[src/rtl/rtc_pkg.sv]
package rtc_pkg;

  typedef struct packed {
    logic [7:0] cent;
    logic [7:0] year;
    logic [7:0] month;
    logic [7:0] mday;
    logic [7:0] wday;
    logic [7:0] hours;
    logic [7:0] mins;
    logic [7:0] secs;
  } rtc_time_t;

  localparam rtc_time_t RESET_TIME = '{
    cent: 8'h20, year: 8'h00, month: 8'h01, mday: 8'h01,
    wday: 8'h01, hours: 8'h00, mins: 8'h00, secs: 8'h00
  };

  localparam int RA_CTRL = 0;
  localparam int RA_SEC  = 1;
  localparam int RA_MIN  = 2;
  localparam int RA_HOUR = 3;
  localparam int RA_WDAY = 4;
  localparam int RA_MDAY = 5;
  localparam int RA_MON  = 6;
  localparam int RA_YEAR = 7;
  localparam int RA_CENT = 8;

  localparam int BIT_WRITE = 7;
  localparam int BIT_READ  = 6;
  localparam int BIT_HALT  = 7;

  function automatic logic [7:0] bcd_inc(input logic [7:0] v);
    if (v[3:0] == 4'd9) return {v[7:4] + 4'd1, 4'd0};
    return {v[7:4], v[3:0] + 4'd1};
  endfunction

  function automatic logic [7:0] last_mday(input logic [7:0] month, input logic [7:0] year);
    logic [6:0] ybin;
    ybin = 7'(year[7:4]) * 7'd10 + 7'(year[3:0]);
    case (month)
      8'h02:                      return (ybin[1:0] == 2'b00) ? 8'h29 : 8'h28;
      8'h04, 8'h06, 8'h09, 8'h11: return 8'h30;
      default:                    return 8'h31;
    endcase
  endfunction

endpackage

[src/rtl/rtc_cal_core.sv]
module rtc_cal_core
  import rtc_pkg::*;
#(
  parameter int unsigned TICKS_PER_SEC = 4
) (
  input  logic      clk_i,
  input  logic      rst_ni,
  input  logic      tick_i,
  input  logic      stop_i,
  input  logic      commit_i,
  input  rtc_time_t load_i,
  output rtc_time_t live_o,
  output logic      sec_stb_o,
  output logic      upd_o
);

  rtc_time_t live_q, live_nxt;
  logic      sec_stb;
  logic      upd_q;

  generate
    if (TICKS_PER_SEC > 1) begin : g_presc
      localparam int unsigned PS_W = $clog2(TICKS_PER_SEC);
      localparam logic [PS_W-1:0] PS_LAST = PS_W'(TICKS_PER_SEC - 1);
      logic [PS_W-1:0] ps_q;

      always_ff @(posedge clk_i or negedge rst_ni) begin
        if (!rst_ni)                 ps_q <= '0;
        else if (commit_i)           ps_q <= '0;
        else if (tick_i && !stop_i)  ps_q <= (ps_q == PS_LAST) ? '0 : ps_q + 1'b1;
      end

      assign sec_stb = tick_i && !stop_i && (ps_q == PS_LAST);
    end else begin : g_direct
      assign sec_stb = tick_i && !stop_i;
    end
  endgenerate

  // carry chain, one second forward
  always_comb begin
    live_nxt = live_q;
    if (live_q.secs != 8'h59) begin
      live_nxt.secs = bcd_inc(live_q.secs);
    end else begin
      live_nxt.secs = 8'h00;
      if (live_q.mins != 8'h59) begin
        live_nxt.mins = bcd_inc(live_q.mins);
      end else begin
        live_nxt.mins = 8'h00;
        if (live_q.hours != 8'h23) begin
          live_nxt.hours = bcd_inc(live_q.hours);
        end else begin
          live_nxt.hours = 8'h00;
          live_nxt.wday  = (live_q.wday == 8'h07) ? 8'h01 : bcd_inc(live_q.wday);
          if (live_q.mday != last_mday(live_q.month, live_q.year)) begin
            live_nxt.mday = bcd_inc(live_q.mday);
          end else begin
            live_nxt.mday = 8'h01;
            if (live_q.month != 8'h12) begin
              live_nxt.month = bcd_inc(live_q.month);
            end else begin
              live_nxt.month = 8'h01;
              if (live_q.year != 8'h99) begin
                live_nxt.year = bcd_inc(live_q.year);
              end else begin
                live_nxt.year = 8'h00;
                live_nxt.cent = (live_q.cent == 8'h99) ? 8'h00 : bcd_inc(live_q.cent);
              end
            end
          end
        end
      end
    end
  end

  always_ff @(posedge clk_i or negedge rst_ni) begin
    if (!rst_ni) begin
      live_q <= RESET_TIME;
      upd_q  <= 1'b0;
    end else begin
      upd_q <= sec_stb && !commit_i;
      if (commit_i)     live_q <= load_i;
      else if (sec_stb) live_q <= live_nxt;
    end
  end

  assign live_o    = live_q;
  assign sec_stb_o = sec_stb;
  assign upd_o     = upd_q;

endmodule

[src/rtl/rtc_shadow_regs.sv]
module rtc_shadow_regs
  import rtc_pkg::*;
#(
  parameter int unsigned ADDR_W = 4
) (
  input  logic              clk_i,
  input  logic              rst_ni,
  input  logic              wr_en_i,
  input  logic [ADDR_W-1:0] addr_i,
  input  logic [7:0]        wdata_i,
  input  rtc_time_t         live_i,
  input  logic              upd_i,
  output rtc_time_t         shadow_o,
  output logic              rd_halt_o,
  output logic              wr_halt_o,
  output logic              stop_o,
  output logic              commit_o,
  output logic [7:0]        rdata_o
);

  rtc_time_t shadow_q;
  logic      rd_halt_q, wr_halt_q, stop_q;
  logic      wr_ctrl, wr_sec;

  assign wr_ctrl  = wr_en_i && (addr_i == ADDR_W'(RA_CTRL));
  assign wr_sec   = wr_en_i && (addr_i == ADDR_W'(RA_SEC));
  assign commit_o = wr_ctrl && wr_halt_q && !wdata_i[BIT_WRITE];

  always_ff @(posedge clk_i or negedge rst_ni) begin
    if (!rst_ni) begin
      shadow_q  <= RESET_TIME;
      rd_halt_q <= 1'b0;
      wr_halt_q <= 1'b0;
      stop_q    <= 1'b0;
    end else begin
      if (wr_ctrl) begin
        rd_halt_q <= wdata_i[BIT_READ];
        wr_halt_q <= wdata_i[BIT_WRITE];
      end
      if (wr_sec) stop_q <= wdata_i[BIT_HALT];
      // refresh uses the freeze bits held before this edge
      if (upd_i && !rd_halt_q && !wr_halt_q) begin
        shadow_q <= live_i;
      end else if (wr_en_i && wr_halt_q) begin
        case (int'(addr_i))
          RA_SEC:  shadow_q.secs  <= {1'b0, wdata_i[6:0]};
          RA_MIN:  shadow_q.mins  <= wdata_i;
          RA_HOUR: shadow_q.hours <= wdata_i;
          RA_WDAY: shadow_q.wday  <= wdata_i;
          RA_MDAY: shadow_q.mday  <= wdata_i;
          RA_MON:  shadow_q.month <= wdata_i;
          RA_YEAR: shadow_q.year  <= wdata_i;
          RA_CENT: shadow_q.cent  <= wdata_i;
          default: ;
        endcase
      end
    end
  end

  always_comb begin
    rdata_o = 8'h00;
    case (int'(addr_i))
      RA_CTRL: begin
        rdata_o[BIT_WRITE] = wr_halt_q;
        rdata_o[BIT_READ]  = rd_halt_q;
      end
      RA_SEC:  rdata_o = {stop_q, shadow_q.secs[6:0]};
      RA_MIN:  rdata_o = shadow_q.mins;
      RA_HOUR: rdata_o = shadow_q.hours;
      RA_WDAY: rdata_o = shadow_q.wday;
      RA_MDAY: rdata_o = shadow_q.mday;
      RA_MON:  rdata_o = shadow_q.month;
      RA_YEAR: rdata_o = shadow_q.year;
      RA_CENT: rdata_o = shadow_q.cent;
      default: rdata_o = 8'h00;
    endcase
  end

  assign shadow_o  = shadow_q;
  assign rd_halt_o = rd_halt_q;
  assign wr_halt_o = wr_halt_q;
  assign stop_o    = stop_q;

endmodule

[src/rtl/rtc_shadow_clock.sv]
module rtc_shadow_clock
  import rtc_pkg::*;
#(
  parameter int unsigned TICKS_PER_SEC = 4,
  parameter int unsigned ADDR_W        = 4
) (
  input  logic              clk_i,
  input  logic              rst_ni,
  input  logic              tick_i,
  input  logic              wr_en_i,
  input  logic [ADDR_W-1:0] addr_i,
  input  logic [7:0]        wdata_i,
  output logic [7:0]        rdata_o
);

  rtc_time_t live_time, shadow_time;
  logic      rd_halt, wr_halt, stop, commit, sec_stb, upd;

  rtc_cal_core #(
    .TICKS_PER_SEC(TICKS_PER_SEC)
  ) u_core (
    .clk_i    (clk_i),
    .rst_ni   (rst_ni),
    .tick_i   (tick_i),
    .stop_i   (stop),
    .commit_i (commit),
    .load_i   (shadow_time),
    .live_o   (live_time),
    .sec_stb_o(sec_stb),
    .upd_o    (upd)
  );

  rtc_shadow_regs #(
    .ADDR_W(ADDR_W)
  ) u_regs (
    .clk_i    (clk_i),
    .rst_ni   (rst_ni),
    .wr_en_i  (wr_en_i),
    .addr_i   (addr_i),
    .wdata_i  (wdata_i),
    .live_i   (live_time),
    .upd_i    (upd),
    .shadow_o (shadow_time),
    .rd_halt_o(rd_halt),
    .wr_halt_o(wr_halt),
    .stop_o   (stop),
    .commit_o (commit),
    .rdata_o  (rdata_o)
  );

endmodule

[config.mk]
export PLATFORM = sky130hd
export DESIGN_NAME = rtc_shadow_clock
export DESIGN_NICKNAME = d
export VERILOG_FILES = /design/src/rtl/rtc_pkg.sv /design/src/rtl/rtc_cal_core.sv /design/src/rtl/rtc_shadow_regs.sv /design/src/rtl/rtc_shadow_clock.sv
export SDC_FILE = /design/constraint.sdc
export NUM_CORES = 1
export LEC_CHECK = 0
export BUFFER_PORTS_ARGS = -buffer_cell sky130_fd_sc_hd__buf_2
export CORE_MARGIN = 2
export CORE_UTILIZATION = 60
export DETAILED_ROUTE_END_ITERATION = 7
export HOLD_SLACK_MARGIN = 0.02
export PLACE_DENSITY_LB_ADDON = 0.12
export SYNTH_ARGS = -nofsm -noshare
export SYNTH_HDL_FRONTEND = slang
export SYNTH_SLANG_ARGS = --single-unit
export TNS_END_PERCENT = 20
[constraint.sdc]
create_clock -name clk_i -period 7.15 [get_ports clk_i]
set_clock_uncertainty 0.05 [all_clocks]
set_input_delay 0.3575 -clock clk_i [delete_from_list [all_inputs] [get_ports clk_i]]
set_output_delay 0.3575 -clock clk_i [all_outputs]
set_load 0.1 [all_outputs]
Word-level counts from Yosys, hierarchy flattened
Cells that the tools add are included.
{ "word_totals": {"input_bits": 16, "reg_bits": 134, "output_inout_bits": 8, "elab_cells": 233} }
{ "op_classes": {"n_mux": 90, "add_sub_neg": 18, "n_eq_ne": 42, "reduce_logical": 53, "multipliers": 1} }
{ "ops": {"columns": ["cell", "n"], "rows": [
  ["8-bit two-way mux", 36],
  ["64-bit two-way mux", 4],
  ["4-bit by 1-bit adder with 4-bit output (second input constant)", 16],
  ["56-bit two-way mux", 1],
  ["48-bit two-way mux", 1],
  ["6-bit one-hot mux with 8 select lines", 1],
  ["40-bit two-way mux", 1],
  ["1-bit two-way mux", 39],
  ["4-bit == test (second input constant)", 9],
  ["8-bit by 3-bit == test with 1-bit output (second input constant)", 3],
  ["24-bit two-way mux", 1],
  ["2-bit nonzero test", 11],
  ["2-bit AND reduction", 10],
  ["3-bit by 2-bit != test with 1-bit output (second input constant)", 6],
  ["2-bit one-hot mux with 9 select lines", 1],
  ["4-bit by 3-bit == test with 1-bit output (second input constant)", 4],
  ["16-bit two-way mux", 1],
  ["8-bit by 7-bit != test with 1-bit output (second input constant)", 2],
  ["8-bit one-hot mux with 2 select lines", 1],
  ["5-bit AND reduction", 3],
  ["7-bit AND reduction", 2],
  ["2-bit by 1-bit != test with 1-bit output (second input constant)", 6],
  ["6-bit AND reduction", 2],
  ["1-bit logical AND", 10],
  ["23 further kinds", 33]
]} }

Depth between registers and ports, before layout
{ "depth": {"word_depth": 23, "mapped_depth": 10, "ltp_nobuf": 8} }

Modules after synthesis
From an unflattened synthesis, not the netlist that was laid out.
{ "unflattened": {"cells_unflattened": 917, "hier_area_um2": 8418.1} }
{ "modules_own_cells": {"columns": ["mod", "area_per_inst_um2", "seq_area_each_um2", "cells_per_inst", "instances"], "rows": [
  ["rtc_cal_core", 4603.2, 1681.6, 530, 1],
  ["rtc_shadow_regs", 3814.9, 1681.6, 387, 1]
]} }

Worst setup path before layout
No wires, ideal clock.
{ "synth_path": {"kind": "input port to output port", "startpoint": "input port addr_i[1]", "endpoint": "output port rdata_o[7]", "slack_ns": 3.025, "path_stages": 8, "path_buffers": 2, "t_required_ns": 6.743, "arrival_time_ns": 3.718, "path_cell_list": "clkbuf_1 clkbuf_1 nand2_1 nor2_1 a22oi_1 nand3_1 a21oi_1 o21ai_0"} }
{ "synth_between": {"elab_chain_len": 2, "elab_cells_between_ends": 10, "cone_classes": "eq/ne (8); mux (1); reduce/logical (1)"} }
{ "synth_lines": {"columns": ["item", "line_no", "rtl"], "rows": [
  ["from (decl)", "rtc_shadow_clock.sv:11", "input logic [ADDR_W-1:0] addr_i,"],
  ["4-bit == test (tied with other cells)", "rtc_shadow_regs.sv:62", "case (int'(addr_i))"],
  ["2-bit one-hot mux with 9 select lines (*)", "rtc_shadow_regs.sv:62", null],
  ["to (decl)", "rtc_shadow_clock.sv:13", "output logic [7:0] rdata_o"]
]} }
Every way passes the cells marked *; elsewhere a longest branch is shown, timed or not.

Final worst setup path
{ "layout_path": {"startpoint": "register u_core.g_presc.ps_q[0]", "endpoint": "register u_core.live_q (netlist bit u_core.live_o[48])"} }
{ "layout_between": {"elab_chain_len": 4} }
{ "layout_lines": {"columns": ["item", "line_no", "rtl"], "rows": [
  ["from (decl)", "rtc_cal_core.sv:25", "logic [PS_W-1:0] ps_q;"],
  ["from (signal assigned)", "rtc_cal_core.sv:30", "else if (tick_i && !stop_i) ps_q <= (ps_q == PS_LAST) ? '0 : ps_q + 1'b1;"],
  ["2-bit == test", "rtc_cal_core.sv:33", "assign sec_stb = tick_i && !stop_i && (ps_q == PS_LAST);"],
  ["1-bit logical AND", "rtc_cal_core.sv:33", null],
  ["2-bit nonzero test (no source line)", null, null],
  ["6-bit AND reduction (no source line)", null, null],
  ["to (signal assigned)", "rtc_cal_core.sv:82", "if (commit_i) live_q <= load_i;"],
  ["to (signal assigned)", "rtc_cal_core.sv:83", "else if (sec_stb) live_q <= live_nxt;"],
  ["to (decl)", "rtc_cal_core.sv:17", "rtc_time_t live_q, live_nxt;"]
]} }
Every way passes these cells.
A chain may end at the register's enable or synchronous reset.

==> results_dict.tcl <==
set metrics [dict create \
    fin_ws_ns 3.79 \
    place_ws_ns 3.90 \
    clkSlewWorstSetupHoldPaths_ns 0.06 \
    start_util_pct 61.9 \
    worstRegToRegCells 7 \
    die_x_um 121 \
    start_kind "register" \
    slew_violations 0 \
    synth_cells 925 \
    core_um2 13300 \
    r2r-start "u_core.g_presc.ps_q[0]$_DFFE_PN0P_" \
    async_reset_ff_share_pct 100 \
    drc 0 \
    setup_viol 0 \
    cts.sinks 134 \
    multi_input_area_um2 4540 \
    synth_flop_cell "dfrtp_1" \
    wl_per_cell_um 21.3 \
    clock_latency_ns 0.42 \
    rows 42 \
    syn_area_per_cell_um2 8.89 \
    synth.top_cells.by_count "dfrtp_1, nand2_1, o21ai_0" \
    dr.pass1.iters 6 \
    pwr-share-comb_pct 21.0 \
    seq_area_um2 3360 \
    synth_top_area_share_pct 38.3 \
    crit_required_ns 7.38 \
    crit_arrival_ns 3.60 \
    routabilityCongestion 0.922 \
    synth-compound-area-share_pct 18.8 \
    synth_most_common_cell "dfrtp_1" \
    first_iter_violations 850 \
    worstPathMaxFanout 15 \
    grt_usage_pct 33.5 \
    p_switching_w 0.00101 \
    p_clk_share_pct 33.1 \
    slew_headroom_pct 25.9 \
    hold_path_depth 3 \
    post_synth_fa_ha_maj_area_fraction_pct 4.41 \
    ant_nets 0 \
    path_class "reg2reg" \
    synthDistinctLibCells 65 \
    wirelength_um 23500 \
    cts_root_buffer "clkbuf_16" \
    max-cap-violations 0 \
    fillCellCount 1048 \
    grt_overflow 0 \
    rsz0062_at_grt "false" \
    ctsResizeCount 0 \
    final_nets 958 \
    die-area_um2 14700 \
    p_total_w 0.00284 \
    fmax_mhz 297 \
    p_sw_share_pct 35.5 \
    ios 24 \
    syn_nets 970 \
    crit_chain "ha_1 > nand3b_1 > nor3_1 > nand2_1 > a2111oi_4 > mux2i_1 > o21ai_1" \
    reg2reg_to "u_core.live_o[48]$_DFFE_PN0P_" \
    cp_slowest_cell "nor3_1" \
    die_h_um 121 \
    h-tree-depth 4 \
    slowest_delay_ns 0.72 \
    post-route-period-util_pct 47.0 \
    synth-seq-area-share_pct 40.9 \
    intPower_w 0.00183 \
    fin_cells 1102 \
    area.growth.synth_to_final_pct 9.63 \
    hp-start "wr_en_i" \
    ys_ff_latch 134 \
    cts_max_path_buffers 2 \
    synthMuxAreaShare_pct 9.80 \
    cts_made_buffers 17 \
    grt_max_degree 124 \
    pwr-share-seq_pct 45.9 \
    outcome "completed" \
    hold_class "in2reg" \
    fin_crit_ns 3.36 \
    vias_per_cell 6.58 \
    numPortBuffers 23 \
    worst_pin_slew_ns 1.11 \
    synth-simple-area-share_pct 21.8 \
    antenna_found_initial 0 \
    p_per_area_nw_per_um2 315 \
    yosysTopAreaCell "dfrtp_1" \
    finalHoldViolations 0 \
    synth_warnings 0 \
    synth_area_leaders "dfrtp_1, mux2i_1, o21ai_0, nand2_1, ha_1" \
    rrSetupSlack_ns 3.79 \
    antenna_cells 0 \
    dp_hpwl_um 16000 \
    syn-cell-area_um2 8220 \
    end_kind "register" \
    grt_pass1_wl_um 37400 \
    synth_top_family_by_area "simple AND/OR/NAND/NOR gates" \
    num_vias 7256 \
    setup.worst_path.start "u_core.g_presc.ps_q[0]$_DFFE_PN0P_" \
    grt_pass1_vias 6797 \
    ir_worst_vdd_v 0.000195 \
    synth_xor_xnor_area_share_pct 0.213 \
    cts_tree "done" \
    placedCellCount 1069 \
    layout-drive-gt1-share_pct 10.0 \
    leakagePower_nw 3.73 \
    setup_tns_ns 0 \
    synth-edff-count 0 \
    hold_end "u_regs.stop_o$_DFFE_PN0P_" \
]
[worst max path at each step]
stage | to | slack, ns | depth (start not counted)
floorplan | rdata_o[7] | 3.02 | 8
global placement | u_core.live_o[23]$_DFFE_PN0P_ | 4.04 | 8
detailed placement | u_core.live_o[48]$_DFFE_PN0P_ | 3.90 | 7
CTS | u_core.live_o[48]$_DFFE_PN0P_ | 3.88 | 7
global route | u_core.live_o[49]$_DFFE_PN0P_ | 3.58 | 7
finish | u_core.live_o[48]$_DFFE_PN0P_ | 3.79 | 7
[cell families (layout without fill, tap and decap cells)]
| kind of cell | Yosys count | count (layout) |
|---|---|---|
| AND/OR/NAND/NOR | 346 | 346 |
| flip-flops | 134 | 134 |
| AO/OA/AOI/OAI | 251 | 251 |
| XOR/XNOR | 2 | 2 |
| buffers and inverters | 83 | 84 |
| adder cells (fa/ha/maj) | 29 | 29 |
| multiplexers | 80 | 80 |
[metrics by stage]
step                      utilization [%]  cell area (µm²)  hold WS, ns
after floorplan                         -             8220       0.0119
final                                67.8             9020        0.294
after CTS                            67.8             9020        0.284
after detailed placement             63.0             8370        0.323
after global routing                 67.8             9020        0.303
after global placement               63.0             8370        0.316
[power groups by stage]
| stage | combinational (W) | sequential, W | clock, W |
|---|---|---|---|
| global placement | 0.000565 | 0.00129 | 0 |
| detailed placement | 0.000591 | 0.00130 | 0 |
| CTS | 0.000595 | 0.00129 | 0.000950 |
| global route | 0.000665 | 0.00132 | 0.000985 |
| floorplan | 0.000475 | 0.00117 | 0 |
| finish | 0.000596 | 0.00130 | 0.000941 |
[routing by layer]
layer	global-route usage, %	vias to the layer above	wire length, µm
met4	9.81	0	487
met5	0	-	0
met3	5.83	38	1850
li1	-	3342	-
met1	47.4	3539	10100
met2	53.0	337	11100
[area by class of cell]
| type | count | share of cell area (%) |
|---|---|---|
| Clock inverter | 12 | 1.94 |
| Tap cell | 176 | 2.44 |
| Multi-Input combinational cell | 708 | 50.4 |
| Sequential cell | 134 | 37.3 |
| Inverter | 22 | 0.916 |
| Clock buffer | 20 | 5.07 |
| Timing Repair Buffer | 30 | 1.96 |
[flip-flops by register name, indices dropped and copies added (netlist names)]
register	count
u_core.live_o	64
u_regs.shadow_o	64
u_core.g_presc.ps_q	2
u_core.upd_o	1
u_regs.rd_halt_o	1
u_regs.stop_o	1
u_regs.wr_halt_o	1
[critical path: cells and delay by family, from the launching register on]
family | cells | cell delay, ns
AOI/OAI and AO/OA | 2 | 0.73
muxes | 1 | 0.25
and+or+nand+nor | 3 | 1.61
adders and majority gates | 1 | 0.20
DFF | 1 | 0.37
[placed cells by master, fill, tap and decap left out, drive strengths merged, types with 9 or more instances in the layout]
cell / n
a21oi: 50
a22oi: 13
a31oi: 22
buf: 29
clkbuf: 20
dfrtp: 126
ha: 29
inv: 23
mux2i: 76
nand2: 118
nand2b: 11
nand3: 28
nand3b: 10
nor2: 77
nor2b: 9
nor3: 22
nor3b: 9
o21ai: 107
o31ai: 12
or3: 9
or4: 14
[what timing repair did]
item                                    4_1_cts  5_1_grt
hold buffers                                  1        0
endpoints found under the setup margin        0        0
endpoints found under the hold margin        58        0
buffers inserted                              0        0
(Power assumes the default switching activity.)
